==> config.mk <==
export PLATFORM = sky130hd
export DESIGN_NAME = int_exec_unit
export DESIGN_NICKNAME = d
export VERILOG_FILES = /design/src/rtl/ieu_pkg.sv /design/src/rtl/ieu_operand_sel.sv /design/src/rtl/ieu_arith_cmp.sv /design/src/rtl/ieu_logic_shift.sv /design/src/rtl/int_exec_unit.sv
export SDC_FILE = /design/constraint.sdc
export NUM_CORES = 2
export LEC_CHECK = 0
export ABC_CLOCK_PERIOD_IN_PS = 11700
export CAP_MARGIN = 20
export CORE_ASPECT_RATIO = 0.8
export CORE_UTILIZATION = 45
export DETAILED_ROUTE_END_ITERATION = 12
export PLACE_DENSITY_LB_ADDON = 0.05
export SLEW_MARGIN = 20
export SYNTH_ARGS = -nofsm -noshare
export SYNTH_HDL_FRONTEND = slang
export SYNTH_SLANG_ARGS = --single-unit
==> constraint.sdc <==
create_clock -name clk -period 11.7 [get_ports clk]
set_clock_uncertainty 0.15 [all_clocks]
set_input_delay 1.17 -clock clk [delete_from_list [all_inputs] [get_ports clk]]
set_output_delay 1.17 -clock clk [all_outputs]
set_load 0.01 [all_outputs]
==> src/rtl/ieu_pkg.sv <==
package ieu_pkg;

  typedef enum logic [5:0] {
    OP_ADD, OP_ADDI, OP_SUB, OP_SUBI, OP_MUL, OP_MULI,
    OP_AND, OP_OR, OP_XOR, OP_NOR,
    OP_ANDI, OP_ORI, OP_XORI, OP_NORI,
    OP_ANDHI, OP_ORHI, OP_XORHI,
    OP_CEQ, OP_CNE, OP_CLT, OP_CLE, OP_CGE, OP_CGT,
    OP_CLTU, OP_CLEU, OP_CGEU, OP_CGTU,
    OP_CEQI, OP_CNEI, OP_CLTI, OP_CLEI, OP_CGEI, OP_CGTI,
    OP_CLTUI, OP_CLEUI, OP_CGEUI, OP_CGTUI,
    OP_SLL, OP_SRL, OP_SRA, OP_ROL, OP_ROR,
    OP_SLLI, OP_SRLI, OP_SRAI, OP_ROLI
  } ieu_op_e;

  typedef enum logic [2:0] {
    CLS_NONE, CLS_ARITH, CLS_LOGIC, CLS_CMP, CLS_SHIFT
  } ieu_cls_e;

  typedef enum logic [1:0] {
    SRC_REG, SRC_SEXT, SRC_ZEXT, SRC_HIGH
  } ieu_src_e;

  typedef enum logic [3:0] {
    CK_EQ, CK_NE, CK_LT, CK_LE, CK_GE, CK_GT,
    CK_LTU, CK_LEU, CK_GEU, CK_GTU
  } ieu_cmp_e;

  function automatic ieu_cls_e op_class(ieu_op_e op);
    if (op <= OP_MULI)       return CLS_ARITH;
    else if (op <= OP_XORHI) return CLS_LOGIC;
    else if (op <= OP_CGTUI) return CLS_CMP;
    else if (op <= OP_ROLI)  return CLS_SHIFT;
    else                     return CLS_NONE;
  endfunction

  function automatic ieu_src_e op_source(ieu_op_e op);
    case (op)
      OP_ADDI, OP_SUBI, OP_MULI,
      OP_CEQI, OP_CNEI, OP_CLTI, OP_CLEI, OP_CGEI, OP_CGTI: return SRC_SEXT;
      OP_ANDI, OP_ORI, OP_XORI, OP_NORI,
      OP_CLTUI, OP_CLEUI, OP_CGEUI, OP_CGTUI:               return SRC_ZEXT;
      OP_ANDHI, OP_ORHI, OP_XORHI:                          return SRC_HIGH;
      default:                                              return SRC_REG;
    endcase
  endfunction

  function automatic ieu_cmp_e cmp_kind(ieu_op_e op);
    logic [5:0] d;
    d = (op >= OP_CEQI) ? (6'(op) - 6'(OP_CEQI)) : (6'(op) - 6'(OP_CEQ));
    return ieu_cmp_e'(d[3:0]);
  endfunction

  function automatic logic shift_uses_imm(ieu_op_e op);
    return (op == OP_SLLI) || (op == OP_SRLI) || (op == OP_SRAI) || (op == OP_ROLI);
  endfunction

endpackage

==> src/rtl/ieu_operand_sel.sv <==
module ieu_operand_sel
  import ieu_pkg::*;
#(
  parameter int XLEN  = 32,
  parameter int IMM_W = 16,
  parameter int SH_W  = 5
) (
  input  logic             clk,
  input  logic             rst_n,
  input  ieu_op_e          op,
  input  logic [XLEN-1:0]  reg_b,
  input  logic [IMM_W-1:0] imm,
  input  logic [SH_W-1:0]  shamt_imm,
  output logic [XLEN-1:0]  b_eff,
  output logic [SH_W-1:0]  sh_amt
);
  localparam int PAD = XLEN - IMM_W;

  ieu_src_e src_mode;
  assign src_mode = op_source(op);

  always_comb begin
    case (src_mode)
      SRC_SEXT: b_eff = {{PAD{imm[IMM_W-1]}}, imm};
      SRC_ZEXT: b_eff = {{PAD{1'b0}}, imm};
      SRC_HIGH: b_eff = {imm, {PAD{1'b0}}};
      default:  b_eff = reg_b;
    endcase
  end

  assign sh_amt = shift_uses_imm(op) ? shamt_imm : reg_b[SH_W-1:0];

  // Zero-extended immediates never carry bits into the upper half
  assert_zext_upper_clear_R5: assert property (@(posedge clk) disable iff (!rst_n)
    (src_mode == SRC_ZEXT) |-> (b_eff[XLEN-1:IMM_W] == '0));

  // High-immediate forms keep the lower half clear
  assert_high_lower_clear_R6: assert property (@(posedge clk) disable iff (!rst_n)
    (src_mode == SRC_HIGH) |-> (b_eff[PAD-1:0] == '0));

  // Sign extension keeps the immediate's sign in the top bit
  assert_sext_sign_R2: assert property (@(posedge clk) disable iff (!rst_n)
    (src_mode == SRC_SEXT) |-> (b_eff[XLEN-1] == imm[IMM_W-1]));

endmodule

==> src/rtl/ieu_arith_cmp.sv <==
module ieu_arith_cmp
  import ieu_pkg::*;
#(
  parameter int XLEN = 32
) (
  input  logic            clk,
  input  logic            rst_n,
  input  ieu_op_e         op,
  input  logic [XLEN-1:0] a,
  input  logic [XLEN-1:0] b,
  output logic [XLEN-1:0] arith_res,
  output logic            cmp_bit
);

  function automatic logic [XLEN-1:0] negate(logic [XLEN-1:0] v);
    return ~v + XLEN'(1);
  endfunction

  function automatic logic [XLEN-1:0] mul_low(logic [XLEN-1:0] x, logic [XLEN-1:0] y);
    return x * y;
  endfunction

  always_comb begin
    case (op)
      OP_ADD, OP_ADDI: arith_res = a + b;
      OP_SUB:          arith_res = a - b;
      OP_SUBI:         arith_res = a + negate(b);
      OP_MUL, OP_MULI: arith_res = mul_low(a, b);
      default:         arith_res = '0;
    endcase
  end

  logic eq_w, ltu_w, gtu_w, lt_s, gt_s, ge_s;
  assign eq_w  = (a == b);
  assign ltu_w = (a < b);
  assign gtu_w = (a > b);
  assign lt_s  = ($signed(a) < $signed(b));
  assign gt_s  = ($signed(a) > $signed(b));
  assign ge_s  = gt_s | eq_w;

  ieu_cmp_e kind;
  assign kind = cmp_kind(op);

  always_comb begin
    case (kind)
      CK_EQ:   cmp_bit = eq_w;
      CK_NE:   cmp_bit = !eq_w;
      CK_LT:   cmp_bit = lt_s;
      CK_LE:   cmp_bit = lt_s | eq_w;
      CK_GE:   cmp_bit = ge_s;
      CK_GT:   cmp_bit = gt_s;
      CK_LTU:  cmp_bit = ltu_w;
      CK_LEU:  cmp_bit = ltu_w | eq_w;
      CK_GEU:  cmp_bit = gtu_w | eq_w;
      CK_GTU:  cmp_bit = gtu_w;
      default: cmp_bit = 1'b0;
    endcase
  end

  // Signed less-than and greater-or-equal come from separate comparators
  // and must always disagree
  assert_lt_ge_exclusive_R7: assert property (@(posedge clk) disable iff (!rst_n)
    lt_s != ge_s);

  // Unsigned ordering: exactly one of less, equal, greater
  assert_unsigned_trichotomy_R7: assert property (@(posedge clk) disable iff (!rst_n)
    $countones({ltu_w, eq_w, gtu_w}) == 1);

endmodule

==> src/rtl/ieu_logic_shift.sv <==
module ieu_logic_shift
  import ieu_pkg::*;
#(
  parameter int XLEN = 32,
  parameter int SH_W = 5
) (
  input  logic            clk,
  input  logic            rst_n,
  input  ieu_op_e         op,
  input  logic [XLEN-1:0] a,
  input  logic [XLEN-1:0] b,
  input  logic [SH_W-1:0] sh_amt,
  output logic [XLEN-1:0] logic_res,
  output logic [XLEN-1:0] shift_res
);

  function automatic logic [SH_W:0] complement_amt(logic [SH_W-1:0] k);
    return (SH_W+1)'(XLEN) - {1'b0, k};
  endfunction

  function automatic logic [XLEN-1:0] rot_left(logic [XLEN-1:0] v, logic [SH_W-1:0] k);
    return (v << k) | (v >> complement_amt(k));
  endfunction

  function automatic logic [XLEN-1:0] rot_right(logic [XLEN-1:0] v, logic [SH_W-1:0] k);
    return (v >> k) | (v << complement_amt(k));
  endfunction

  function automatic logic [XLEN-1:0] shr_arith(logic [XLEN-1:0] v, logic [SH_W-1:0] k);
    return $unsigned($signed(v) >>> k);
  endfunction

  always_comb begin
    case (op)
      OP_AND, OP_ANDI, OP_ANDHI: logic_res = a & b;
      OP_OR,  OP_ORI,  OP_ORHI:  logic_res = a | b;
      OP_XOR, OP_XORI, OP_XORHI: logic_res = a ^ b;
      OP_NOR, OP_NORI:           logic_res = ~(a | b);
      default:                   logic_res = '0;
    endcase
  end

  always_comb begin
    case (op)
      OP_SLL, OP_SLLI: shift_res = a << sh_amt;
      OP_SRL, OP_SRLI: shift_res = a >> sh_amt;
      OP_SRA, OP_SRAI: shift_res = shr_arith(a, sh_amt);
      OP_ROL, OP_ROLI: shift_res = rot_left(a, sh_amt);
      OP_ROR:          shift_res = rot_right(a, sh_amt);
      default:         shift_res = '0;
    endcase
  end

  logic is_shift, is_sra, is_rot;
  assign is_shift = (op_class(op) == CLS_SHIFT);
  assign is_sra   = (op == OP_SRA) || (op == OP_SRAI);
  assign is_rot   = (op == OP_ROL) || (op == OP_ROLI) || (op == OP_ROR);

  assert_zero_count_passthrough_R12: assert property (@(posedge clk) disable iff (!rst_n)
    (is_shift && sh_amt == '0) |-> (shift_res == a));

  assert_sra_keeps_sign_R10: assert property (@(posedge clk) disable iff (!rst_n)
    is_sra |-> (shift_res[XLEN-1] == a[XLEN-1]));

  assert_rotate_keeps_ones_R11: assert property (@(posedge clk) disable iff (!rst_n)
    is_rot |-> ($countones(shift_res) == $countones(a)));

endmodule

==> src/rtl/int_exec_unit.sv <==
module int_exec_unit
  import ieu_pkg::*;
#(
  parameter int XLEN  = 32,
  parameter int IMM_W = 16,
  localparam int SH_W = $clog2(XLEN)
) (
  input  logic             clk,
  input  logic             rst_n,
  input  logic [5:0]       op_code,
  input  logic [XLEN-1:0]  src_a,
  input  logic [XLEN-1:0]  src_b,
  input  logic [IMM_W-1:0] imm16,
  input  logic [SH_W-1:0]  shamt,
  output logic [XLEN-1:0]  result
);

  ieu_op_e  op_e;
  ieu_cls_e cls;
  assign op_e = ieu_op_e'(op_code);
  assign cls  = op_class(op_e);

  logic [XLEN-1:0] b_eff;
  logic [SH_W-1:0] sh_amt;
  logic [XLEN-1:0] arith_res, logic_res, shift_res;
  logic            cmp_bit;

  ieu_operand_sel #(.XLEN(XLEN), .IMM_W(IMM_W), .SH_W(SH_W)) u_opsel (
    .clk(clk), .rst_n(rst_n), .op(op_e), .reg_b(src_b), .imm(imm16),
    .shamt_imm(shamt), .b_eff(b_eff), .sh_amt(sh_amt)
  );

  ieu_arith_cmp #(.XLEN(XLEN)) u_arith (
    .clk(clk), .rst_n(rst_n), .op(op_e), .a(src_a), .b(b_eff),
    .arith_res(arith_res), .cmp_bit(cmp_bit)
  );

  ieu_logic_shift #(.XLEN(XLEN), .SH_W(SH_W)) u_lsh (
    .clk(clk), .rst_n(rst_n), .op(op_e), .a(src_a), .b(b_eff),
    .sh_amt(sh_amt), .logic_res(logic_res), .shift_res(shift_res)
  );

  logic [XLEN-1:0] next_res;
  always_comb begin
    case (cls)
      CLS_ARITH: next_res = arith_res;
      CLS_LOGIC: next_res = logic_res;
      CLS_CMP:   next_res = {{(XLEN-1){1'b0}}, cmp_bit};
      CLS_SHIFT: next_res = shift_res;
      default:   next_res = '0;
    endcase
  end

  always_ff @(posedge clk) begin
    if (!rst_n) result <= '0;
    else        result <= next_res;
  end

  logic was_cmp, was_none;
  assign was_cmp  = (cls == CLS_CMP);
  assign was_none = (cls == CLS_NONE);

  assert_cmp_is_boolean_R7: assert property (@(posedge clk) disable iff (!rst_n)
    $past(was_cmp) |-> (result[XLEN-1:1] == '0));

  assert_undefined_gives_zero_R13: assert property (@(posedge clk) disable iff (!rst_n)
    $past(was_none) |-> (result == '0));

endmodule

== Word-level counts from Yosys, hierarchy flattened ==
Memory sizes are Yosys's and may differ from the RTL's.
Cells that the tools add are included.

* Register bits: 32
* ROM bits: 128
* Input port bits: 93
* Output and inout port bits: 32
* Word-level logic and storage cells: 105
* Memories: 1

* $add $sub $neg: 7
* Multipliers: 1
* Magnitude comparators: 9
* Equal/unequal tests: 42
* Shift-type cells: 5
* Muxes and demuxes: 12
* Bitwise operators: 11
* Reduce and logical (&&, ||, !) cells: 16

{| class="wikitable"
|+ Memory list
! memory !! depth !! width !! rd ports !! clocked after memory_dff !! wr ports !! RTL line !! RTL
|-
| (no name shown) || 64 || 2 || 1 || 0 || 0 || ieu_pkg.sv:38 || <nowiki>case (op)</nowiki>
|}

{| class="wikitable"
|+ Operators with widths
! cell !! count
|-
| $pmux 32 s4 || 3
|-
| $pmux 32 s5 || 1
|-
| $or 32x32->32 || 3
|-
| $pmux 32 s3 || 1
|-
| $add 32x32->32 || 2
|-
| $gt 32x32->1 || 2
|-
| $lt 32x32->1 || 2
|-
| $not 32->32 || 2
|-
| $eq 6x6->1 const B || 9
|-
| $eq 6x4->1 const B || 8
|-
| $add 32x1->32 const B || 1
|-
| $and 32x32->32 || 1
|-
| $eq 32x32->1 || 1
|-
| $mul 32x32->32 || 1
|-
| $shl 32x5->32 || 1
|-
| $shl 32x6->32 || 1
|-
| $shr 32x5->32 || 1
|-
| $shr 32x6->32 || 1
|-
| $sshr 32x5->32 || 1
|-
| $sub 32x32->32 || 1
|-
| $xor 32x32->32 || 1
|-
| $eq 6x3->1 const B || 4
|-
| $eq 4x3->1 const B || 4
|-
| $reduce_or 2->1 || 7
|-
| 28 further kinds || 44
|}

== Logic depth before layout (Yosys ltp) ==
* Depth after elaboration: 10
* Depth in mapped cells: 39
* Depth with buffers taken out: 35

== By module ==
A second synthesis with hierarchy kept.

* Cell total of the unflattened synthesis: 4022
* Area total of the unflattened synthesis: 32053.2 µm²

{| class="wikitable"
|+ Modules (own cells, without submodules)
! module !! instances !! cells an instance !! area each (µm²) !! sequential area each (µm²)
|-
| ieu_arith_cmp || 1 || 2310 || 19368.6 || 0.0
|-
| ieu_logic_shift || 1 || 1423 || 10353.7 || 0.0
|-
| int_exec_unit || 1 || 123 || 1270.0 || 640.6
|-
| ieu_operand_sel || 1 || 166 || 1061.0 || 0.0
|}

== Worst setup path after synthesis ==
No wires, ideal clock.

* Kind: input -> register
* From: input op_code[1]
* To: register result[29]
* Library setup time: 132 ps
* Arrival: 9744 ps
* Data required time: 11418 ps
* Path slack: 1674 ps
* Stages on the path: 37
* Path buffers: 5
* Cell sequence: buf_2 > o21a_1 > or4_4 > nand2_2 > a21oi_1 > or2_1 > buf_4 > buf_6 > a22o_1 > buf_2 > inv_1 > clkbuf_1 > nor2_1 > fa_1 > inv_1 > fa_1 > fa_1 > fa_1 > inv_1 > fa_1 > inv_1 > fa_1 > inv_1 > fa_1 > fa_1 > ha_1 > and3_1 > a31oi_1 > nand2_1 > a31oi_1 > o21bai_1 > a2111o_1 > a31oi_1 > xor2_1 > nor2_1 > a311oi_1 > a21oi_1

* Longest elaborated chain between the ends: 10
* Elaborated cells on any way between the ends: 79
* Those cells by class: add/sub: 5; mul: 1; order compare: 4; eq/ne: 32; shift: 5; mux: 10; bitwise: 7; reduce/logical: 14; memory: 1

{| class="wikitable"
|+ RTL lines
! element !! RTL line !! RTL
|-
| start: declaration || int_exec_unit.sv:10 || <nowiki>input logic [5:0] op_code,</nowiki>
|-
| parallel branches: the longest is 9 deep, another holds $mul 32x32->32 || - ||
|-
| $pmux 32 s4 (*) || int_exec_unit.sv:45 || <nowiki>case (cls)</nowiki>
|-
| end signal: assignment || int_exec_unit.sv:56 || <nowiki>else result <= next_res;</nowiki>
|-
| end: declaration || int_exec_unit.sv:15 || <nowiki>output logic [XLEN-1:0] result</nowiki>
|}

Mark *: on every way between the ends.
A chain may end at the register's enable or synchronous reset.

== Final worst setup path ==
* From: input op_code[2]
* To: register result[31]

The elaborated chain is that of the path after synthesis.

==> impl_summary.txt <==
----------------------------------------------------
[Outcome]
  Outcome ... finished, final reports clean

[Clocking]
  Clock sink count ... 32
  Hold buffers post-CTS ... 0
  CTS tree ... done
  Clock input transition at the sequential cells of the worst setup and hold paths ... 0.08 ns
  Root cell of the clock tree ... sky130_fd_sc_hd__clkbuf_16
  Num CTS Buffers ... 5
  Maximum buffer depth of the clock tree ... 2
  H-Tree Level Count ... 2

[Worst hold path]
  Critical hold path startpoint ... op_code[1]
  Worst min path class ... input pin to register

[Global route]
  Total global routing overflow ... 0
  Antenna violations before repair ... 8
  Largest net degree at the start of global routing ... 66
  Vias in the first global route ... 30140
  Global-route usage over all layers ... 47.20%
  Wire length of the first global-routing pass ... 217000 microns

[Floorplanning]
  IO Pins ... 125
  Row count ... 82
  Initial Util ... 45.43%
  Die Ht ... 226.8 microns
  Die W ... 283.0 microns
  Die area ... 64190 sq um
  CORE AREA ... 62590 sq um

[Worst setup path]
  Startpoint type of the worst setup path ... input pin
  Critical Path Slowest Stage Cell ... sky130_fd_sc_hd__clkdlybuf4s50_1
  Longest individual stage delay on the worst path ... 0.55 ns
  Most repeated library cell on the critical path ... sky130_fd_sc_hd__fa_1
  Required time of the critical path ... 11.80 ns
  Critical path startpoint ... op_code[2]
  Max Fanout on Critical Path ... 21
  Kind of capture point of the worst setup path ... register
  Arrival time of data at the critical path endpoint ... 11.31 ns
  Category of the most critical setup path ... input pin to register

[Layout]
  Flip-flop count of the largest register, all copies and words added ... 32
  Largest registers ranked by flip-flop count ... result (32)
  Total Nets Final ... 4536
  Total area of sequential cells ... 640.6 sq um
  Top reg by flops ... result
  Fraction of final layout cells sized beyond drive strength 1 ... 5.980%
  Area growth from synthesis to final layout ... 8.445%
  Multi-input logic area ... 24890 sq um
  Fillers ... 6219

[Route]
  Number of iterations in the first detailed-routing pass ... 9
  DR vias ... 30980
  DR vias/cell ... 6.650
  Detailed Route Iter0 Violations ... 4981
  Routed wire length ... 153500 microns
  Average detailed-routed wire length per instance ... 32.94 microns
  DRT antenna net count ... 0
  Post-detailed-route DRC marker count ... 0

[Synthesis]
  Dominant synthesized flop cell ... sky130_fd_sc_hd__dfxtp_1
  Post-Syn Nets ... 4539
  Area share of the largest cell type after synthesis ... 28.87%
  Flip-flop and latch count after synthesis ... 32
  Count of flip-flops with a built-in enable after synthesis ... 0
  Gate Count Post-Synth ... 3815
  Leading cell type by number of instances after synthesis ... sky130_fd_sc_hd__nor2_1
  FFs w/ async S/R, synth ... 0%
  Most frequent cells after synthesis ... sky130_fd_sc_hd__nor2_1, sky130_fd_sc_hd__inv_1, sky130_fd_sc_hd__nand2_1
  Summed instance area of the synthesized netlist ... 28430 sq um
  Sequential fraction of the synthesis area ... 2.253%
  Yosys cell types ... 96
  Yosys warning total ... 0
  Library cell with the largest summed area after synthesis ... sky130_fd_sc_hd__fa_1
  Cells taking the most area after synthesis ... sky130_fd_sc_hd__fa_1, sky130_fd_sc_hd__ha_1, sky130_fd_sc_hd__nor2_1
  Synthesized area divided by synthesized cell count ... 7.452 sq um

[Timing]
  Final min period ... 11.20 ns
  Total count of max-transition violations in the final report ... 0
  Final setup violating endpoints ... 0
  FMAX ... 89.26 MHz
  Final hold violation count ... 0
  Worst-margin pin slew ... 1.203 ns
  Tcrit/Tclk final ... 95.75%
  RSZ-0062 raised after global routing ... false
  Normalized max-slew margin ... 17.48%
  Total negative slack ... 0 ns

[Place]
  Count of port buffers added during placement ... 124
  Global placement routability congestion ... 1.160
  Detailed Place HPWL ... 119900 microns

[Run]
  Maximum capacitance violations ... 0

----------------------------------------------------
-- path summary, 6_finish.rpt --
check / depth (start not counted) / end / slack, ns
max: 34 / result[31] / 0.50
min: 5 / result[0] / 1.48
-- cell usage in the layout, fill, tap and decap left out, types with 14 or more instances in the layout --
master / instances
sky130_fd_sc_hd__nor2_1: 583
sky130_fd_sc_hd__inv_1: 468
sky130_fd_sc_hd__nand2_1: 450
sky130_fd_sc_hd__fa_1: 410
sky130_fd_sc_hd__a21oi_1: 289
sky130_fd_sc_hd__ha_1: 221
sky130_fd_sc_hd__mux2i_1: 167
sky130_fd_sc_hd__o21ai_0: 149
sky130_fd_sc_hd__buf_4: 128
sky130_fd_sc_hd__clkdlybuf4s50_1: 120
sky130_fd_sc_hd__xnor2_1: 77
sky130_fd_sc_hd__nor3_1: 50
sky130_fd_sc_hd__a31oi_1: 48
sky130_fd_sc_hd__a21o_1: 38
sky130_fd_sc_hd__a211oi_1: 33
sky130_fd_sc_hd__o211ai_1: 32
sky130_fd_sc_hd__dfxtp_1: 32
sky130_fd_sc_hd__a222oi_1: 29
sky130_fd_sc_hd__nand3_1: 28
sky130_fd_sc_hd__o22ai_1: 23
sky130_fd_sc_hd__and3_1: 22
sky130_fd_sc_hd__a221oi_1: 20
sky130_fd_sc_hd__o21bai_1: 20
sky130_fd_sc_hd__o31ai_1: 19
sky130_fd_sc_hd__xor2_1: 17
sky130_fd_sc_hd__mux2_2: 17
sky130_fd_sc_hd__a22o_1: 15
sky130_fd_sc_hd__o221ai_1: 14
-- routing by layer --
metal	wire length [microns]	up-vias	share of wire (%)	GRT usage, %
li1	-	12670	-	-
met1	60760	15360	40	62.45
met2	58400	2440	38	63.43
met3	25460	501	17	22.98
met4	8617	12	5.6	21.72
met5	230	-	0.15	1.894
-- metrics by stage --
step	setup WS (ns)	cell area (sq um)	util, %	std cells	hold WS, ns
floorplan	1.674	28430	-	3815	1.265
global placement	0.4546	30590	48.87	4641	1.734
detailed placement	0.2971	30600	48.89	4642	1.754
CTS	0.6165	30770	49.16	4650	1.460
global route	0.1187	30820	49.25	4655	1.535
finish	0.4970	30830	49.26	4659	1.476
-- timing repair --
action	CTS	global route
endpoints found under the setup margin	0	1
resized for setup	0	1
endpoints found under the hold margin	0	0
setup buffers	0	2
-- worst max-delay path: cells and delay by family --
family,cells,cell delay (ns)
simple gates,6,1.28
xor+xnor,10,2.39
buf+inv,7,1.81
fa+ha+maj,8,3.77
compound gates,3,0.87
-- final cells by class --
type,count,share of cell area (%)
clock buffer,5,0.4058
timing repair buffer,254,7.191
clock inverter,3,0.1502
tap,840,3.409
antenna,6,0.04870
multi-input combinational,3027,80.72
inverter,492,6.002
sequential,32,2.078
-- cell families after synthesis --
group / share of synthesized area [%]
flops: 2.253
mux: 7.046
compound gates: 19.88
xor+xnor: 3.926
simple gates: 17.86
buf+inv: 10.44
fa+ha+maj: 38.60
Power is left out: the tool's default activity adds up to more than one toggle a clock period on the data nets, which glitch-free logic cannot reach.
